## config.mk

```make
export PLATFORM = sky130hd
export DESIGN_NAME = pscl_timer8
export DESIGN_NICKNAME = d
export VERILOG_FILES = /design/src/rtl/pscl_timer8_pkg.sv /design/src/rtl/pscl_timer8_cyc_div.sv /design/src/rtl/pscl_timer8_edge_sync.sv /design/src/rtl/pscl_timer8_prescaler.sv /design/src/rtl/pscl_timer8.sv
export SDC_FILE = /design/constraint.sdc
export NUM_CORES = 1
export LEC_CHECK = 0
export BUFFER_PORTS_ARGS = -buffer_cell sky130_fd_sc_hd__buf_2
export CORE_ASPECT_RATIO = 0.8
export CORE_UTILIZATION = 53
export CTS_CLUSTER_DIAMETER = 30
export DETAILED_ROUTE_END_ITERATION = 8
export GPL_TIMING_DRIVEN = 0
export PLACE_DENSITY = 0.75
export SYNTH_ARGS = -nofsm -noshare
export SYNTH_HDL_FRONTEND = slang
export SYNTH_SLANG_ARGS = --single-unit
```

## constraint.sdc

```tcl
create_clock -name clk_i -period 3.07 [get_ports clk_i]
set_clock_uncertainty 0.1 [all_clocks]
set_input_delay 0.614 -clock clk_i [delete_from_list [all_inputs] [get_ports clk_i]]
set_output_delay 0.614 -clock clk_i [all_outputs]
set_load 0.1 [all_outputs]
```

## src/rtl/pscl_timer8_pkg.sv

```systemverilog
package pscl_timer8_pkg;
  localparam int RATE_W = 3;
  localparam int PS_W   = 2 ** RATE_W;

  typedef struct packed {
    logic              src_ext;
    logic              edge_fall;
    logic              ps_wdt;
    logic [RATE_W-1:0] rate;
  } ctrl_t;

  localparam int CTRL_W = $bits(ctrl_t);
endpackage

```

## src/rtl/pscl_timer8_cyc_div.sv

```systemverilog
module pscl_timer8_cyc_div #(
  parameter int CYC_DIV = 4
) (
  input  logic clk_i,
  input  logic rst_ni,
  output logic tick_o
);
  localparam int DW = (CYC_DIV > 1) ? $clog2(CYC_DIV) : 1;
  localparam logic [DW-1:0] LAST = DW'(CYC_DIV - 1);

  logic [DW-1:0] div_q;

  always_ff @(posedge clk_i or negedge rst_ni) begin
    if (!rst_ni)            div_q <= '0;
    else if (div_q == LAST) div_q <= '0;
    else                    div_q <= div_q + DW'(1);
  end

  assign tick_o = (div_q == LAST);

  assert_tick_spacing_R2: assert property (@(posedge clk_i) disable iff (!rst_ni)
    (CYC_DIV > 1 && tick_o) |=> !tick_o);
endmodule

```

## src/rtl/pscl_timer8_edge_sync.sv

```systemverilog
module pscl_timer8_edge_sync (
  input  logic clk_i,
  input  logic rst_ni,
  input  logic pin_i,
  input  logic fall_sel_i,
  output logic tick_o
);
  logic s1_q, s2_q, s3_q;
  logic rise, fall;

  always_ff @(posedge clk_i or negedge rst_ni) begin
    if (!rst_ni) begin
      s1_q <= 1'b0;
      s2_q <= 1'b0;
      s3_q <= 1'b0;
    end else begin
      s1_q <= pin_i;
      s2_q <= s1_q;
      s3_q <= s2_q;
    end
  end

  assign rise   = s2_q & ~s3_q;
  assign fall   = ~s2_q & s3_q;
  assign tick_o = fall_sel_i ? fall : rise;

  assert_one_tick_per_edge_R3: assert property (@(posedge clk_i) disable iff (!rst_ni)
    tick_o |=> !tick_o);
  assert_edge_exclusive_R3: assert property (@(posedge clk_i) disable iff (!rst_ni)
    $onehot0({rise, fall}));
endmodule

```

## src/rtl/pscl_timer8_prescaler.sv

```systemverilog
module pscl_timer8_prescaler
  import pscl_timer8_pkg::*;
(
  input  logic              clk_i,
  input  logic              rst_ni,
  input  logic              tick_i,
  input  logic              clr_i,
  input  logic              wdt_mode_i,
  input  logic [RATE_W-1:0] rate_i,
  output logic              tap_o
);
  logic [PS_W-1:0] ps_q;
  logic [PS_W-1:0] mask;

  // timer taps 2^(n+1), watchdog taps 2^n
  always_comb begin
    for (int i = 0; i < PS_W; i++) begin
      mask[i] = wdt_mode_i ? (i < int'(rate_i)) : (i <= int'(rate_i));
    end
  end

  always_ff @(posedge clk_i or negedge rst_ni) begin
    if (!rst_ni)     ps_q <= '0;
    else if (clr_i)  ps_q <= '0;
    else if (tick_i) ps_q <= ps_q + PS_W'(1);
  end

  assign tap_o = tick_i & ((ps_q & mask) == mask);

  assert_clear_restarts_R8: assert property (@(posedge clk_i) disable iff (!rst_ni)
    clr_i |=> (ps_q == '0));
endmodule

```

## src/rtl/pscl_timer8.sv

```systemverilog
module pscl_timer8
  import pscl_timer8_pkg::*;
#(
  parameter int CYC_DIV = 4,
  parameter int CNT_W   = 8
) (
  input  logic              clk_i,
  input  logic              rst_ni,
  input  logic              ctrl_we_i,
  input  logic [CTRL_W-1:0] ctrl_i,
  input  logic              cnt_we_i,
  input  logic [CNT_W-1:0]  cnt_wdata_i,
  output logic [CNT_W-1:0]  cnt_o,
  output logic              ovf_o,
  input  logic              ovf_clr_i,
  input  logic              ext_pin_i,
  input  logic              wdt_tick_i,
  output logic              wdt_tap_o
);
  localparam logic [CNT_W-1:0] CNT_MAX = '1;

  ctrl_t ctrl_q;
  logic  cyc_tick, ext_tick, src_tick;
  logic  ps_in, ps_tap, ps_clr, cnt_inc;
  logic [CNT_W-1:0] cnt_q;
  logic  ovf_q;

  always_ff @(posedge clk_i or negedge rst_ni) begin
    if (!rst_ni)        ctrl_q <= '1;
    else if (ctrl_we_i) ctrl_q <= ctrl_t'(ctrl_i);
  end

  pscl_timer8_cyc_div #(.CYC_DIV(CYC_DIV)) i_cyc_div (
    .clk_i  (clk_i),
    .rst_ni (rst_ni),
    .tick_o (cyc_tick)
  );

  pscl_timer8_edge_sync i_edge_sync (
    .clk_i      (clk_i),
    .rst_ni     (rst_ni),
    .pin_i      (ext_pin_i),
    .fall_sel_i (ctrl_q.edge_fall),
    .tick_o     (ext_tick)
  );

  assign src_tick = ctrl_q.src_ext ? ext_tick : cyc_tick;
  assign ps_in    = ctrl_q.ps_wdt ? wdt_tick_i : src_tick;
  assign ps_clr   = cnt_we_i & ~ctrl_q.ps_wdt;

  pscl_timer8_prescaler i_prescaler (
    .clk_i      (clk_i),
    .rst_ni     (rst_ni),
    .tick_i     (ps_in),
    .clr_i      (ps_clr),
    .wdt_mode_i (ctrl_q.ps_wdt),
    .rate_i     (ctrl_q.rate),
    .tap_o      (ps_tap)
  );

  assign cnt_inc   = ctrl_q.ps_wdt ? src_tick : ps_tap;
  assign wdt_tap_o = ctrl_q.ps_wdt & ps_tap;

  always_ff @(posedge clk_i or negedge rst_ni) begin
    if (!rst_ni)       cnt_q <= '0;
    else if (cnt_we_i) cnt_q <= cnt_wdata_i;
    else if (cnt_inc)  cnt_q <= cnt_q + CNT_W'(1);
  end

  // a rollover beats a clear; a write suppresses the rollover
  always_ff @(posedge clk_i or negedge rst_ni) begin
    if (!rst_ni)                                      ovf_q <= 1'b0;
    else if (cnt_inc && !cnt_we_i && cnt_q == CNT_MAX) ovf_q <= 1'b1;
    else if (ovf_clr_i)                               ovf_q <= 1'b0;
  end

  assign cnt_o = cnt_q;
  assign ovf_o = ovf_q;

  assert_write_loads_R7: assert property (@(posedge clk_i) disable iff (!rst_ni)
    cnt_we_i |=> (cnt_o == $past(cnt_wdata_i)));
  assert_count_step_R4: assert property (@(posedge clk_i) disable iff (!rst_ni)
    !cnt_we_i |=> (cnt_o == $past(cnt_o) || cnt_o == $past(cnt_o) + CNT_W'(1)));
  assert_ovf_sticky_R6: assert property (@(posedge clk_i) disable iff (!rst_ni)
    (ovf_o && !ovf_clr_i) |=> ovf_o);
  assert_ovf_on_wrap_R6: assert property (@(posedge clk_i) disable iff (!rst_ni)
    $rose(ovf_o) |-> ($past(cnt_o) == CNT_MAX && cnt_o == '0));
  assert_wdt_tap_gated_R5: assert property (@(posedge clk_i) disable iff (!rst_ni)
    !ctrl_q.ps_wdt |-> !wdt_tap_o);
endmodule

```

==> run_results.csv <==
group,metric,value,unit
yosys,synth_adder_area_share,2.50,%
route,finalWirelength,2980,um
yosys,post_synth_and_or_nand_nor_area_fraction,16.9,%
setup_path,timing.critical_path.cells,"buf_6 -> o21ai_2 -> a22o_1 -> a2111oi_4 -> and3_1 -> buf_6",
flow_run,drv.max_cap_violation_count,0,
setup_path,dominant_cell_type_by_count_on_the_critical_path,"buf_6",
setup_path,maximum_fanout_along_the_worst_path,10,
clocking,worstSkewPairLatency,0.33,ns
yosys,muxShareOfSynthArea,7.43,%
pwr,ir_worst_vdd,0.308,mV
floorplan,row_count,16,
final_layout,multiInputGateArea,743,um2
clocking,clock_sinks,28,
yosys,part_of_the_yosys_area_used_for_sequential_elements,47.2,%
grt,overflow,0,
route,drt_iter0_markers,53,
setup_path,max_stage_delay,0.57,ns
sta,max_slew_margin,59.6,%
sta,worstMarginPinSlew,0.607,ns
yosys,combinational_family_with_the_most_area_after_synthesis,"simple AND/OR/NAND/NOR gates",
final_layout,fin_nets,203,
placed_design,dp_worst_setup_slack,0.263,ns
yosys,synth_xor_xnor_area_share,6.43,%
setup_path,worst-endpoint-arrival,2.21,ns
yosys,synthesis.instances,145,
sta,setup_viol_count_final,0,
clocking,tritoncts.num_buffers,3,
route,vias_per_inst,5.58,
sta,final.setup.tns,0,ns
floorplan,num_io_pins,31,
yosys,yosys_warnings,0,
grt,grt_pass1_wl,5180,um
clocking,max-clock-path-buffers,2,
grt,grt_antenna_before_repair,0,
setup_path,crit_slowest_cell,"dfstp_2",
pwr,power_density,572,nW/um2
yosys,ys.flop_type,"dfrtp_1",
sta,post-route-min-period,2.92,ns
sta,whs,0.175,ns
setup_path,ff2ff_path_depth,8,
clocking,root_buffer,"clkbuf_4",
clocking,htree_num_levels,1,
setup_path,critical_path.top_delay_family,"compound AO/OA/AOI/OAI gates",
run_status,status,"finished, final reports clean",
sta,final.period_utilization,95.1,%
final_layout,area_delta_synth_final,16.8,%
yosys,ys_ff_latch,28,
pwr,leakage,0.000770,uW
floorplan,core_region_area,2560,um2
setup_path,worst-setup-path-type,"reg2out",
placed_design,finalWeightedCongestion,0.814,
grt,grt_pass1_vias,1178,
sta,postLayoutSetupSlackWorst,0.150,ns
yosys,synth_compound_area_share,16.4,%
final_layout,drive_above_1_share,30.3,%
route,drcViolationCount,0,
sta,hold_viol,0,
placed_design,numPortBuffers,28,
setup_path,critical_path_cell_count,6,
yosys,syn-cell-area,1500,um2
grt,grt_util_all_layers,23.0,%
yosys,post_synth_arst_share,100,%
final_layout,mostFrequentLayoutCells,"29 x buf_2, 22 x dfrtp_1, 15 x nor2_1",
setup_path,endpoint_kind,"primary output",
final_layout,area.sequential,708,um2
floorplan,fp.dieW,61.5,um
setup_path,startpoint_type,"flip-flop",
route,ant_nets,0,
floorplan,dieArea,3050,um2
grt,grt_start_max_net_pins,29,
clocking,clock_pin_slew_on_the_worst_setup_and_hold_paths,0.14,ns
placed_design,dp.cells,209,
final_layout,antennaDiodeCount,0,
yosys,synthDistinctLibCells,41,
floorplan,chipHeight,49.6,um
setup_path,critical_path_buffers_and_inverters,2,
sta,fmax,342,MHz
floorplan,initial_utilization,58.5,%
clocking,ctsHoldBuffers,0,
route,firstDrtPassIters,4,
yosys,syn_area_per_cell,10.3,um2
sta,finalMaxSlewViolations,0,
yosys,postSynthNetCount,169,
sta,unrepaired_setup_endpoints_after_global_routing,"no",
hold_path,holdCritPathClass,"in2async",
yosys,synth-edff-count,0,
placed_design,dp_hpwl,2180,um
final_layout,mostFrequentLayoutCell,"buf_2",
setup_path,cp.required,2.36,ns
route,avg_wl_per_cell,13.9,um
final_layout,stdcell_count,214,
clocking,tritoncts,"done",
final_layout,n_fill_cell,225,
route,detailroute.via_count,1195,
[power breakdown]
| group | switching (uW) | leakage, uW | total [uW] | internal [uW] |
|---|---|---|---|---|
| registers | 48.0 | 0.000340 | 460 | 412 |
| logic | 205 | 0.000403 | 305 | 99.8 |
| clock network | 105 | 0.0000279 | 237 | 132 |
| total | 358 | 0.000770 | 1000 | 643 |
[sequential cells by signal (all words and copies together), names as in the netlist]
name,flops
i_edge_sync.s3_q,1
ctrl_q,6
i_cyc_div.div_q,2
i_prescaler.ps_q,8
ovf_o,1
i_edge_sync.s2_q,1
i_edge_sync.s1_q,1
cnt_o,8
[cells in the mapped netlist (all sizes together) (2+ instances only)]
library cell | instances | share of area [%]
nand2 | 12 | 3.0
a21oi | 4 | 1.3
ha | 3 | 2.5
nand2b | 4 | 1.7
o31ai | 3 | 1.5
clkbuf | 4 | 1.0
inv | 3 | 0.75
mux2 | 9 | 6.8
and3 | 3 | 1.3
buf | 3 | 1.4
nor2b | 3 | 1.3
a311oi | 2 | 1.2
a31oi | 3 | 1.3
nor2 | 15 | 3.8
xor2 | 10 | 5.8
o211ai | 3 | 1.5
and4 | 2 | 1.2
nand3 | 4 | 1.3
o21ai | 10 | 3.8
dfstp | 6 | 11
dfrtp | 22 | 37
[layer usage]
metal | track usage [%] | wire, um
met2 | 35.9 | 1380
met5 | 0 | 0
met3 | 6.30 | 205
met4 | 4.07 | 12
met1 | 32.2 | 1380
[worst reg2reg max path: stages, from the launching register on]
cell	delay, ns
dfstp_2	0.57
buf_6	0.14
o21ai_2	0.07
a22o_1	0.26
a2111oi_4	0.38
buf_4	0.20
o21ai_2	0.09
mux2_1	0.33
mux2_2	0.26
[path summary, 6_finish.rpt]
kind,from,to,slack [ns]
setup / recovery,ctrl_q[3],wdt_tap_o,0.15
hold / removal,rst_ni,cnt_o[3],0.17
setup reg to reg,ctrl_q[3],cnt_o[1],0.58
hold reg to reg,i_edge_sync.s1_q,i_edge_sync.s2_q,0.27
max in group asynchronous,rst_ni,i_prescaler.ps_q[7],2.30
min in group clk_i,i_edge_sync.s1_q,i_edge_sync.s2_q,0.27
[cell type report]
type | count | area share, %
inverter | 3 | 0.643
buffer | 7 | 2.07
multi-input combinational | 107 | 42.5
sequential | 28 | 40.5
timing repair buffer | 29 | 8.79
clock inverter | 1 | 1.72
tap | 36 | 2.57
clock buffer | 3 | 1.29
[stage by stage]
stage | power (uW) | util (%) | cell area (um2)
3_5_place_dp | 770 | 65.7 | 1680
4_1_cts | 1010 | 68.0 | 1740
6_report | 1000 | 68.3 | 1750
5_1_grt | 1060 | 68.3 | 1750
3_3_place_gp | 756 | 65.7 | 1680
2_1_floorplan | 693 | - | 1500
[cells by family (layout without fill, tap and decap cells)]
kind of cell / Yosys count / count (layout)
and+or+nand+nor: 50 / 50
AOI/OAI and AO/OA: 33 / 33
muxes: 10 / 10
DFF: 28 / 28
buffers and inverters: 10 / 43
xor gates and xnor gates: 11 / 11
adders and majority gates: 3 / 3
[what timing repair did]
item                       CTS  global route
hold endpoints to repair     0             0
setup endpoints to repair    1             1
pin swaps                    0             1
buffers inserted             0             1
resized for setup            2             0
Power figures use the tool's default switching activity.
